$ cat src/rtl/msense_pkg.sv
`timescale 1ns/1ps
package msense_pkg;

  localparam int LINES  = 3;
  localparam int CODE_W = 11;
  localparam int CTL_W  = 2 * LINES;

  typedef enum logic [2:0] {
    PH_IDLE,
    PH_PRE,
    PH_REL,
    PH_LO2,
    PH_LO1,
    PH_LO0,
    PH_DONE
  } phase_e;

  // Driver word per phase: {off[2:0], level[2:0]}; off=1 leaves the line floating.
  function automatic logic [CTL_W-1:0] drive_word(input phase_e ph);
    logic [CTL_W-1:0] w;
    case (ph)
      PH_PRE:  w = 6'b000_111;
      PH_LO2:  w = 6'b011_011;
      PH_LO1:  w = 6'b101_101;
      PH_LO0:  w = 6'b110_110;
      default: w = 6'b111_111;
    endcase
    return w;
  endfunction

  // Merge the sampled line levels into the code field owned by the phase.
  function automatic logic [CODE_W-1:0] fold_sample(input phase_e ph,
                                                    input logic [CODE_W-1:0] cur,
                                                    input logic [LINES-1:0] lv);
    logic [CODE_W-1:0] nxt;
    nxt = cur;
    case (ph)
      PH_REL: nxt[10:8] = lv;
      PH_LO2: nxt[5:4]  = {lv[1], lv[0]};
      PH_LO1: nxt[3:2]  = {lv[2], lv[0]};
      PH_LO0: nxt[1:0]  = {lv[2], lv[1]};
      default: nxt = cur;
    endcase
    return nxt;
  endfunction

  function automatic logic is_sample_phase(input phase_e ph);
    return (ph == PH_REL) || (ph == PH_LO2) || (ph == PH_LO1) || (ph == PH_LO0);
  endfunction

endpackage

$ cat src/rtl/msense_timer.sv
`timescale 1ns/1ps
module msense_timer #(
  parameter int CW = 16
) (
  input  logic          clk,
  input  logic          rst_n,
  input  logic          load,
  input  logic [CW-1:0] load_val,
  output logic          expire
);

  logic [CW-1:0] cnt;

  always_ff @(posedge clk or negedge rst_n) begin
    if (!rst_n) begin
      cnt <= '0;
    end else if (load) begin
      cnt <= load_val - CW'(1);
    end else if (cnt != '0) begin
      cnt <= cnt - CW'(1);
    end
  end

  assign expire = (cnt == '0);

  // a running interval shrinks by exactly one per cycle
  p_timer_step_r10: assert property (@(posedge clk) disable iff (!rst_n)
    (!load && cnt != '0) |=> (cnt == $past(cnt) - CW'(1)));

  // loaded intervals are never zero length
  p_timer_load_nonzero_r10: assert property (@(posedge clk) disable iff (!rst_n)
    load |-> (load_val != '0));

endmodule

$ cat src/rtl/msense_fsm.sv
`timescale 1ns/1ps
module msense_fsm
  import msense_pkg::*;
#(
  parameter int CW      = 16,
  parameter int PRE_CYC = 200
) (
  input  logic          clk,
  input  logic          rst_n,
  input  logic          start,
  input  logic [CW-1:0] settle_cyc,
  input  logic          expire,
  output phase_e        phase,
  output logic          load,
  output logic [CW-1:0] load_val,
  output logic          accept,
  output logic          capture
);

  localparam int PRE_EFF = (PRE_CYC < 1) ? 1 : PRE_CYC;
  localparam logic [CW-1:0] PRE_LD = CW'(PRE_EFF);

  phase_e        nxt;
  logic [CW-1:0] settle_q;
  logic [CW-1:0] settle_eff;

  assign settle_eff = (settle_cyc == '0) ? CW'(1) : settle_cyc;
  assign accept     = start && (phase == PH_IDLE);
  assign capture    = expire && is_sample_phase(phase);

  always_comb begin
    nxt      = phase;
    load     = 1'b0;
    load_val = settle_q;
    case (phase)
      PH_IDLE: if (start) begin
        nxt = PH_PRE; load = 1'b1; load_val = PRE_LD;
      end
      PH_PRE:  if (expire) begin nxt = PH_REL; load = 1'b1; end
      PH_REL:  if (expire) begin nxt = PH_LO2; load = 1'b1; end
      PH_LO2:  if (expire) begin nxt = PH_LO1; load = 1'b1; end
      PH_LO1:  if (expire) begin nxt = PH_LO0; load = 1'b1; end
      PH_LO0:  if (expire) nxt = PH_DONE;
      PH_DONE: nxt = PH_IDLE;
      default: nxt = PH_IDLE;
    endcase
  end

  always_ff @(posedge clk or negedge rst_n) begin
    if (!rst_n) begin
      phase    <= PH_IDLE;
      settle_q <= CW'(1);
    end else begin
      phase <= nxt;
      if (accept) settle_q <= settle_eff;
    end
  end

  // precharge is entered only from idle
  p_pre_from_idle_r9: assert property (@(posedge clk) disable iff (!rst_n)
    (phase != PH_IDLE && phase != PH_PRE) |=> (phase != PH_PRE));

  // the latched settle value stays put while a sequence runs
  p_settle_held_r10: assert property (@(posedge clk) disable iff (!rst_n)
    (phase != PH_IDLE) |=> $stable(settle_q));

  // the done phase lasts one cycle
  p_done_single_r8: assert property (@(posedge clk) disable iff (!rst_n)
    (phase == PH_DONE) |=> (phase == PH_IDLE));

endmodule

$ cat src/rtl/msense_capture.sv
`timescale 1ns/1ps
module msense_capture
  import msense_pkg::*;
(
  input  logic              clk,
  input  logic              rst_n,
  input  logic              clear,
  input  logic              capture,
  input  phase_e            phase,
  input  logic [LINES-1:0]  lines,
  output logic [CODE_W-1:0] code
);

  always_ff @(posedge clk or negedge rst_n) begin
    if (!rst_n) begin
      code <= '0;
    end else if (clear) begin
      code <= '0;
    end else if (capture) begin
      code <= fold_sample(phase, code, lines);
    end
  end

  // the unused code bits stay clear
  p_gap_bits_zero_r7: assert property (@(posedge clk) disable iff (!rst_n)
    code[7:6] == 2'b00);

  // outside clear and capture the code holds
  p_code_hold_r8: assert property (@(posedge clk) disable iff (!rst_n)
    (!clear && !capture) |=> $stable(code));

endmodule

$ cat src/rtl/msense_seq.sv
`timescale 1ns/1ps
module msense_seq
  import msense_pkg::*;
#(
  parameter int CW      = 16,
  parameter int PRE_CYC = 200
) (
  input  logic          clk,
  input  logic          rst_n,
  input  logic          start,
  input  logic [CW-1:0] settle_cyc,
  input  logic [2:0]    sense_in,
  output logic [5:0]    drv_ctl,
  output logic [10:0]   code,
  output logic          done,
  output logic          busy
);

  phase_e        phase;
  logic          load;
  logic [CW-1:0] load_val;
  logic          expire;
  logic          accept;
  logic          capture;
  logic [2:0]    pull_low;

  msense_timer #(.CW(CW)) u_timer (
    .clk      (clk),
    .rst_n    (rst_n),
    .load     (load),
    .load_val (load_val),
    .expire   (expire)
  );

  msense_fsm #(.CW(CW), .PRE_CYC(PRE_CYC)) u_fsm (
    .clk        (clk),
    .rst_n      (rst_n),
    .start      (start),
    .settle_cyc (settle_cyc),
    .expire     (expire),
    .phase      (phase),
    .load       (load),
    .load_val   (load_val),
    .accept     (accept),
    .capture    (capture)
  );

  msense_capture u_cap (
    .clk     (clk),
    .rst_n   (rst_n),
    .clear   (accept),
    .capture (capture),
    .phase   (phase),
    .lines   (sense_in),
    .code    (code)
  );

  assign drv_ctl  = drive_word(phase);
  assign done     = (phase == PH_DONE);
  assign busy     = (phase != PH_IDLE);
  assign pull_low = ~drv_ctl[5:3] & ~drv_ctl[2:0];

  // never more than one line pulled low at a time
  p_single_low_r4: assert property (@(posedge clk) disable iff (!rst_n)
    $countones(pull_low) <= 1);

  // drivers are released while done is shown
  p_released_at_done_r8: assert property (@(posedge clk) disable iff (!rst_n)
    done |-> (drv_ctl == 6'b111111));

  // done never lasts two cycles
  p_done_pulse_r8: assert property (@(posedge clk) disable iff (!rst_n)
    done |=> !done);

  // a start while busy never restarts the sequence
  p_busy_start_ignored_r9: assert property (@(posedge clk) disable iff (!rst_n)
    (busy && !done) |=> busy);

endmodule

$ cat config.mk
export PLATFORM = sky130hd
export DESIGN_NAME = msense_seq
export DESIGN_NICKNAME = d
export VERILOG_FILES = /design/src/rtl/msense_pkg.sv /design/src/rtl/msense_timer.sv /design/src/rtl/msense_fsm.sv /design/src/rtl/msense_capture.sv /design/src/rtl/msense_seq.sv
export SDC_FILE = /design/constraint.sdc
export NUM_CORES = 1
export LEC_CHECK = 0
export BUFFER_PORTS_ARGS = -buffer_cell sky130_fd_sc_hd__clkbuf_2
export CORE_MARGIN = 2
export CORE_UTILIZATION = 45
export CTS_BUF_LIST = sky130_fd_sc_hd__clkbuf_8 sky130_fd_sc_hd__clkbuf_16
export CTS_CLUSTER_DIAMETER = 30
export DETAILED_ROUTE_END_ITERATION = 8
export PLACE_DENSITY = 0.66
export SLEW_MARGIN = 20
export SYNTH_ARGS = -nofsm -noshare
export SYNTH_HDL_FRONTEND = slang
export SYNTH_SLANG_ARGS = --single-unit
$ cat constraint.sdc
create_clock -name clk -period 3.84 [get_ports clk]
set_clock_uncertainty 0.2 [all_clocks]
set_input_delay 0.192 -clock clk [delete_from_list [all_inputs] [get_ports clk]]
set_output_delay 0.192 -clock clk [all_outputs]
set_load 0.02 [all_outputs]
### Yosys cells after proc, flatten, opt, wreduce, memory -nomap -nowiden

Cells that the tools add are included.
Widths: inputs -> output; s select.

* bits in registers: 46
* output and inout port bits: 19
* logic and storage cells: 66

* muxes and demuxes: 22
* equal/unequal tests: 12
* reductions and logical operators: 22
* add/subtract/negate cells: 2

Operators by type and width (number)
* $mux 16: 5
* $logic_not 16->1: 2
* $sub 16x1->16 const B: 2
* $pmux 6 s4: 1
* $mux 11: 2
* $mux 3: 7
* $pmux 3 s6: 1
* $reduce_bool 16->1: 1
* $reduce_bool 2->1: 6
* $ne 2x2->1 const B: 5
* $eq 3x3->1 const B: 3
* $reduce_and 2->1: 4
* $eq 3x2->1 const B: 2
* $mux 2: 3
* $reduce_and 6->1: 1
* $reduce_or 4->1: 1
* $eq 3x1->1 const B: 1
* $logic_not 3->1: 1
* $logic_or 1x1->1: 3
* $reduce_bool 3->1: 1
* $logic_and 1x1->1: 2
* $mux 1: 2
* $ne 2x1->1 const B: 1
* $pmux 1 s2: 1

### Longest topological paths before layout

Gate-level depths: netlist (run 1).

* depth after elaboration: 7
* gate-level depth with buffers: 12

### Cells and area by module

Synthesis (run 1) repeated with hierarchy kept, for this count alone.

* cells, all modules: 268
* area total of the unflattened synthesis: 2717.6 µm²

By module, submodules not included
* msense_timer: area each 1197.4 µm², cells an instance 129, instances 1
* msense_fsm: area each 1006.0 µm², cells an instance 91, instances 1
* msense_capture: area each 459.2 µm², cells an instance 38, instances 1
* msense_seq: area each 55.1 µm², cells an instance 10, instances 1

### Least setup slack after synthesis (run 1)

No wires, ideal clock.

* path type: register to register
* from: reg u_fsm.phase[0]
* to: reg u_timer.cnt[14]
* period minus slack after synthesis: 3.195 ns
* stages on the path, launching flop included: 13
* buffers on the path: 2
* data arrival time: 2.871 ns
* slack: 0.645 ns
* cell sequence: dfrtp_1 or3_1 buf_2 nand4_2 nor2_1 clkbuf_1 a21oi_1 or2_2 ha_1 nand3b_1 a211oi_1 nor3b_1 mux2_2

* word-level cells in the longest chain between the ends: 4

RTL lines
* from (decl): line msense_fsm.sv:13 `output phase_e phase,`
* from (signal assigned): line msense_fsm.sv:54 `phase <= nxt;`
* $logic_not 3->1, or another cell as far along: line msense_fsm.sv:35 `case (phase)`
* $mux 16 or $reduce_or 4->1 (tied branches)
* $sub 16x1->16 or $pmux 1 s2 (tied branches): line msense_timer.sv:18, msense_fsm.sv:35
* $mux 16 or $reduce_bool 2->1 (tied branches)
* to (signal assigned): line msense_timer.sv:18 `cnt <= load_val - CW'(1);`
* to (signal assigned): line msense_timer.sv:20 `cnt <= cnt - CW'(1);`
* to (decl): line msense_timer.sv:12 `logic [CW-1:0] cnt;`

Several ways; a longest one is shown, not always the timed one.
A chain may end at the register's enable or synchronous reset.

### Worst setup path in the final report (run 1)

* from: reg u_fsm.phase[2]
* to: reg u_timer.cnt[14]

The elaborated chain is that of the path after synthesis.

==> results of run 1 <==
stage by stage:
| step | std cells | area [um2] |
|---|---|---|
| 2_1_floorplan | 292 | 2519 |
| 3_3_place_gp | 389 | 2755 |
| 3_5_place_dp | 389 | 2755 |
| 4_1_cts | 417 | 3049 |
| 5_1_grt | 417 | 3049 |
| 6_report | 417 | 3049 |
placed cells by master, fill, tap and decap left out, drive strengths merged, types with 3 or more instances in the layout:
master,count
clkbuf,44
nor4,7
a211oi,6
a21oi,14
or4,7
or3,7
nand2,58
o22ai,3
o31ai,6
nor2,29
mux2i,12
or2,3
buf,7
o21ai,14
dfrtp,43
nand3,8
nor3,10
dlygate4sd3,20
a31oi,4
inv,6
nand2b,6
a21o,3
layout make-up:
cell class              instances  area, um2  share of cell area
flip-flops and latches         44       1102              0.3615
clock inverters                 2      11.26            0.003693
clock buffers                   6      82.58             0.02708
inverters                       5      18.77            0.006155
repair buffers                 65      442.9              0.1453
multi-input cells             223       1301              0.4268
well taps                      72      90.09             0.02954
worst register-to-register path: stages, from the launching register on:
cell      delay [ns]
dfrtp_1         0.50
or3_1           0.48
nand4_2         0.19
nor2_1          0.10
a21oi_1         0.15
or2_2           0.13
ha_1            0.19
nand3b_1        0.14
a211oi_1        0.48
nor3b_1         0.26
mux2_2          0.35
layer usage:
metal / global-route usage / vias up / part of all wire
li1: - / 1137 / -
met1: 0.2809 / 1058 / 0.46
met2: 0.3530 / 84 / 0.47
met3: 0.03864 / 7 / 0.057
met4: 0.08070 / 0 / 0.015
met5: 0 / - / 0
kinds of logic after synthesis:
logic type,share of synthesized area
adders and majority gates,0.004974
muxes,0.05672
and+or+nand+nor,0.2891
DFF,0.4383
buffers and inverters,0.04826
AOI/OAI and AO/OA,0.1542
other,0.001491
xor gates and xnor gates,0.006966
what timing repair did:
action                     CTS  global route
setup endpoints to repair    0             0
resized for setup            0             0
hold endpoints to repair    68             0
hold buffers                20             0
where the power goes:
part / internal (mW) / leakage (nW) / total (mW) / switching, mW
Clock: 0.144 / 0.0486 / 0.301 / 0.157
Sequential: 0.593 / 0.555 / 0.747 / 0.154
Combinational: 0.246 / 0.887 / 0.570 / 0.323
Total: 0.983 / 1.49 / 1.62 / 0.634
flip-flops by register name (all words and copies together), names as in the netlist:
signal	count
u_cap.code	9
u_fsm.phase	3
u_fsm.settle_q	16
u_timer.cnt	16
worst paths after layout:
check | from | endpoint | slack (ns)
worst max-delay path | u_fsm.phase[2] | u_timer.cnt[14] | 0.56
worst min-delay path | start | u_fsm.phase[0] | 0.21
worst max register to register | u_fsm.phase[2] | u_timer.cnt[14] | 0.56
worst min register to register | u_fsm.settle_q[15] | u_fsm.settle_q[15] | 0.28
max in group asynchronous | rst_n | u_fsm.settle_q[0] | 2.76
min in group asynchronous | rst_n | u_timer.cnt[0] | 0.31
==> results.yml, run 1 <==
logic_synthesis:
  syn_area_um2: 2515
  synth_edf_count: 0
  synth_most_common_cell: "nand2_1"
  synth_ff_type: "dfrtp_1"
  synth-seq-cells: 44
  syn_inst: 291
  synth_common_cells: "56 x nand2_1, 43 x dfrtp_1, 29 x nor2_1"
  synth_area_leaders: "dfrtp_1 43%, nand2_1 8.4%, mux2i_1 4.8%, nor2_1 4.3%, a21oi_1 2.8%"
  synthArstFlopShare: 1.000
  yosysSeqAreaShare: 0.4383
  synth.distinct_cells: 51
  yosys_warnings: 0
  synth_top_area_cell: "dfrtp_1"
  syn-mean-instance-area_um2: 8.642
  synth_top_area_share: 0.4279
critical_path:
  cp-start-kind: "register"
  cp_num_buf_inv: 0
  worst-setup-path-type: "register to register"
  endpoint_kind: "register"
  crit_required_ns: 3.83
  cp_max_fo: 11
  crit_chain: "or3_1 -> nand4_2 -> nor2_1 -> a21oi_1 -> or2_2 -> ha_1 -> nand3b_1 -> a211oi_1 -> nor3b_1 -> mux2_2"
  cp_slowest_cell: "dfrtp_1"
  rr_worst_depth: 10
  max_stage_delay_ns: 0.50
  crit_cells: 10
  path_delay_family: "simple AND/OR/NAND/NOR gates"
  cp.arrival_ns: 3.27
die:
  core-area_um2: 5439
  rows: 27
  dieArea_um2: 6202
  ios: 41
  die_width_um: 78.76
  start_util: 0.4624
  die_h_um: 78.76
route:
  viasPerCell: 5.482
  finalWirelength_um: 6188
  postRouteAntennaNets: 0
  wl_per_cell_um: 14.84
  vias: 2286
  drcViolationCount: 0
  drt_pass1_iterations: 4
  first_iter_violations: 91
cells_and_area:
  drive_gt1_frac: 0.2058
  syn2layout_area_growth_pct: 21.24
  final_core_util: 0.5606
  n_fill_cell: 481
  final_nets: 367
  antenna_cells: 0
clocking:
  cts_tree: "built"
  root_buffer: "clkbuf_8"
  clk_pin_slew_ns: 0.08
  insertion_delay_ns: 0.30
  cts_htree_levels: 2
  postCtsSetupBuffers: 0
  cts.path.max_buffers: 2
  numClockSinks: 44
  cts_made_buffers: 5
power_and_ir_drop:
  power_mw: 1.617
  powerDensity_nw_per_um2: 530.3
  p_leak_nw: 1.490
  ir_worst_vdd_mv: 0.2493
global_routing:
  grt_pass1_wl_um: 10430
  grt_pass1_vias: 2223
  antenna_found_initial: 0
  grt-ovfl-total: 0
  track_usage: 0.2138
  grt_max_degree: 45
sta:
  slew_headroom: 0.5389
  fin_crit_ns: 3.282
  finalMaxSlewViolations: 0
  finalHoldViolations: 0
  rsz0062_at_grt: "no"
  fmax_mhz: 304.7
  holdWs_ns: 0.2140
  fin_crit_sh: 0.8547
  setup_slack_ns: 0.5579
  final-setup-viol-count: 0
  worst_slew_pin_slew_ns: 0.6879
  tns_ns: 0
flow_run:
  max-cap-violations: 0
place:
  routabilityCongestion: 0.8867
  detailed_place_hpwl_um: 4305
  port_buffers: 38
  place_ws_ns: 0.6363
min_path:
  hold_path_class: "input port to register"
  holdPathStages: 5
status:
  status: "finished clean"
Note: power is estimated with default switching activity, not from simulation.
==> run 2: changes to the inputs <==
- ABC_AREA: not set -> 1
- PLACE_DENSITY: 0.66 -> 0.65
==> run 2 against run 1 <==
Against the previous run: clock power is 15% higher; final area is 5.5% higher; setup slack better by 0.64 ns; flip-flop and latch count stayed put; critical path type unchanged.
==> results.yml, run 2 <==
global_routing:
  grt_pass1_vias: 2386
  antenna_found_initial: 0
  grt_max_degree: 45
  track_usage: 0.2185
  grt_pass1_wl_um: 10960
  grt-ovfl-total: 0
status:
  status: "finished clean"
cells_and_area:
  drive_gt1_frac: 0.1976
  syn2layout_area_growth_pct: 19.07
  final_nets: 437
  final_core_util: 0.5500
  most-common-layout-cells: "72 x nand2_1, 54 x inv_1, 47 x nor2_1, 43 x dfrtp_1, 38 x clkbuf_2"
  final_common_cell: "nand2_1"
  antenna_cells: 0
  n_fill_cell: 564
  reg_top3: "u_fsm.settle_q (16), u_timer.cnt (16), u_cap.code (9)"
critical_path:
  crit_required_ns: 3.86
  cp_max_fo: 21
  cp-start-kind: "register"
  endpoint_kind: "register"
  cp.arrival_ns: 2.66
  worst-setup-path-type: "register to register"
route:
  first_iter_violations: 195
  finalWirelength_um: 6354
  postRouteAntennaNets: 0
  viasPerCell: 4.945
  drcViolationCount: 0
  wl_per_cell_um: 12.97
  vias: 2423
  drt_pass1_iterations: 5
logic_synthesis:
  syn_area_um2: 2703
  synth_area_leaders: "dfrtp_1 40%, nand2_1 10%, inv_1 7.2%, nand3_1 6.7%, nor2_1 6.5%"
  synth_common_cells: "72 x nand2_1, 52 x inv_1, 47 x nor2_1"
  syn_inst: 358
  synth_top_area_share: 0.3981
  syn-mean-instance-area_um2: 7.549
  synth_top_area_cell: "dfrtp_1"
  yosys_warnings: 0
  yosysSeqAreaShare: 0.4079
  synth.distinct_cells: 37
  synth_ff_type: "dfrtp_1"
  synthArstFlopShare: 1.000
  synth-seq-cells: 44
  synth_most_common_cell: "nand2_1"
  synth_edf_count: 0
power_and_ir_drop:
  internal_power_uw: 685.1
  p_leak_nw: 1.735
  powerDensity_nw_per_um2: 272.9
  power_uw: 878.3
  ir_worst_vdd_mv: 0.1634
  power_frac_seq: 0.535
  p_sw_uw: 193.2
  clockPowerShare: 0.395
  combPwrFrac: 0.069
  netSwitchingFraction: 0.2199
clocking:
  insertion_delay_ns: 0.30
  numClockSinks: 44
  root_buffer: "clkbuf_8"
  cts_made_buffers: 5
  clk_pin_slew_ns: 0.09
  cts_htree_levels: 2
  cts_tree: "built"
  cts.path.max_buffers: 2
  post_cts_resized: 0
  postCtsSetupBuffers: 0
die:
  die_width_um: 81.50
  core-area_um2: 5851
  rows: 28
  ios: 41
  start_util: 0.4619
  die_h_um: 81.50
  dieArea_um2: 6641
sta:
  finalMaxSlewViolations: 0
  fin_crit_ns: 2.638
  fin_crit_sh: 0.6871
  worst_slew_pin_slew_ns: 0.5625
  final-setup-viol-count: 0
  tns_ns: 0
  finalHoldViolations: 0
  slew_headroom: 0.6250
  rsz0062_at_grt: "no"
  fmax_mhz: 379.0
  holdWs_ns: 0.006914
place:
  port_buffers: 38
  detailed_place_hpwl_um: 4586
  routabilityCongestion: 0.8188
min_path:
  hold_path_class: "input port to register"
flow_run:
  max-cap-violations: 0
[run 2: cell count changes in the layout (fill, tap and decap cells not counted), moves of 7 or more]
cell,change
mux2i_1,-12
o21ai_0,+8
nor2_1,+18
nand3_1,+28
inv_1,+48
nor3_1,-8
or3_1,-7
nand2_1,+16
[run 2: metrics by stage]
stage               instance area (um2)  worst slack (ns)  instances
floorplan                          2706             1.564        359
global placement                   2922             1.336        463
detailed placement                 2922             1.248        463
CTS                                3218             1.208        490
global route                       3218            0.8976        490
finish                             3218             1.202        490
[run 2: power groups by stage]
stage | logic, mW | clock network, mW | registers [mW]
detailed placement | 0.0453 | 0 | 0.480
CTS | 0.0604 | 0.357 | 0.470
global route | 0.0683 | 0.378 | 0.471
floorplan | 0.0115 | 0 | 0.486
global placement | 0.0452 | 0 | 0.479
finish | 0.0608 | 0.347 | 0.470
[run 2: worst max-delay path, stage by stage, from the launching register on]
cell and delay [ns]:
dfrtp_1 0.46, inv_2 0.15, nand2_2 0.12, nand3_4 0.20, nand3_4 0.26, nand3_1 0.14
o21ai_1 0.11, inv_2 0.10, ha_1 0.18, nand3_1 0.14, nor3_2 0.24, nand3_1 0.10
a21oi_1 0.14
[run 2: cells by family (layout without fill, tap and decap cells)]
| logic type | count (synthesis) | count (layout) | synth area share |
|---|---|---|---|
| DFF | 44 | 44 | 0.4079 |
| xor gates and xnor gates | 3 | 3 | 0.009724 |
| buffers and inverters | 68 | 124 | 0.1125 |
| adders and majority gates | 1 | 1 | 0.004629 |
| and+or+nand+nor | 195 | 195 | 0.3704 |
| other | 1 | 2 | 0.001388 |
| AOI/OAI and AO/OA | 46 | 46 | 0.09352 |
[run 2: repair_timing]
action | in CTS | in global routing
setup endpoints to repair | 0 | 0
hold endpoints to repair | 65 | 0
hold buffers | 19 | 0
[run 2: metal layers]
layer	wire (um)	share of wire	track usage
met2	3077	0.48	0.3738
met3	273	0.043	0.04176
met4	121	0.019	0.08136
met1	2882	0.45	0.2732
met5	0	0	0
[run 2: layout make-up]
cell class / instances / area (um2) / share of cell area
inverter: 56 / 212.7 / 0.06610
sequential: 44 / 1102 / 0.3425
timing repair buffer: 60 / 402.9 / 0.1252
clock inverter: 3 / 37.54 / 0.01166
tap: 75 / 93.84 / 0.02916
multi-input combinational: 247 / 1300 / 0.4040
clock buffer: 5 / 68.82 / 0.02138
[run 2: worst paths after layout]
check	startpoint	to	slack [ns]	cells after the start
min in group asynchronous	rst_n	u_fsm.phase[2]	0.31	3
worst min register to register	u_fsm.settle_q[15]	u_fsm.settle_q[15]	0.28	2
max in group asynchronous	rst_n	u_fsm.settle_q[0]	2.74	3
worst min-delay path	sense_in[0]	u_cap.code[8]	0.007	3
worst max-delay path	u_fsm.phase[2]	u_timer.cnt[14]	1.20	12
worst max register to register	u_fsm.phase[2]	u_timer.cnt[14]	1.20	12
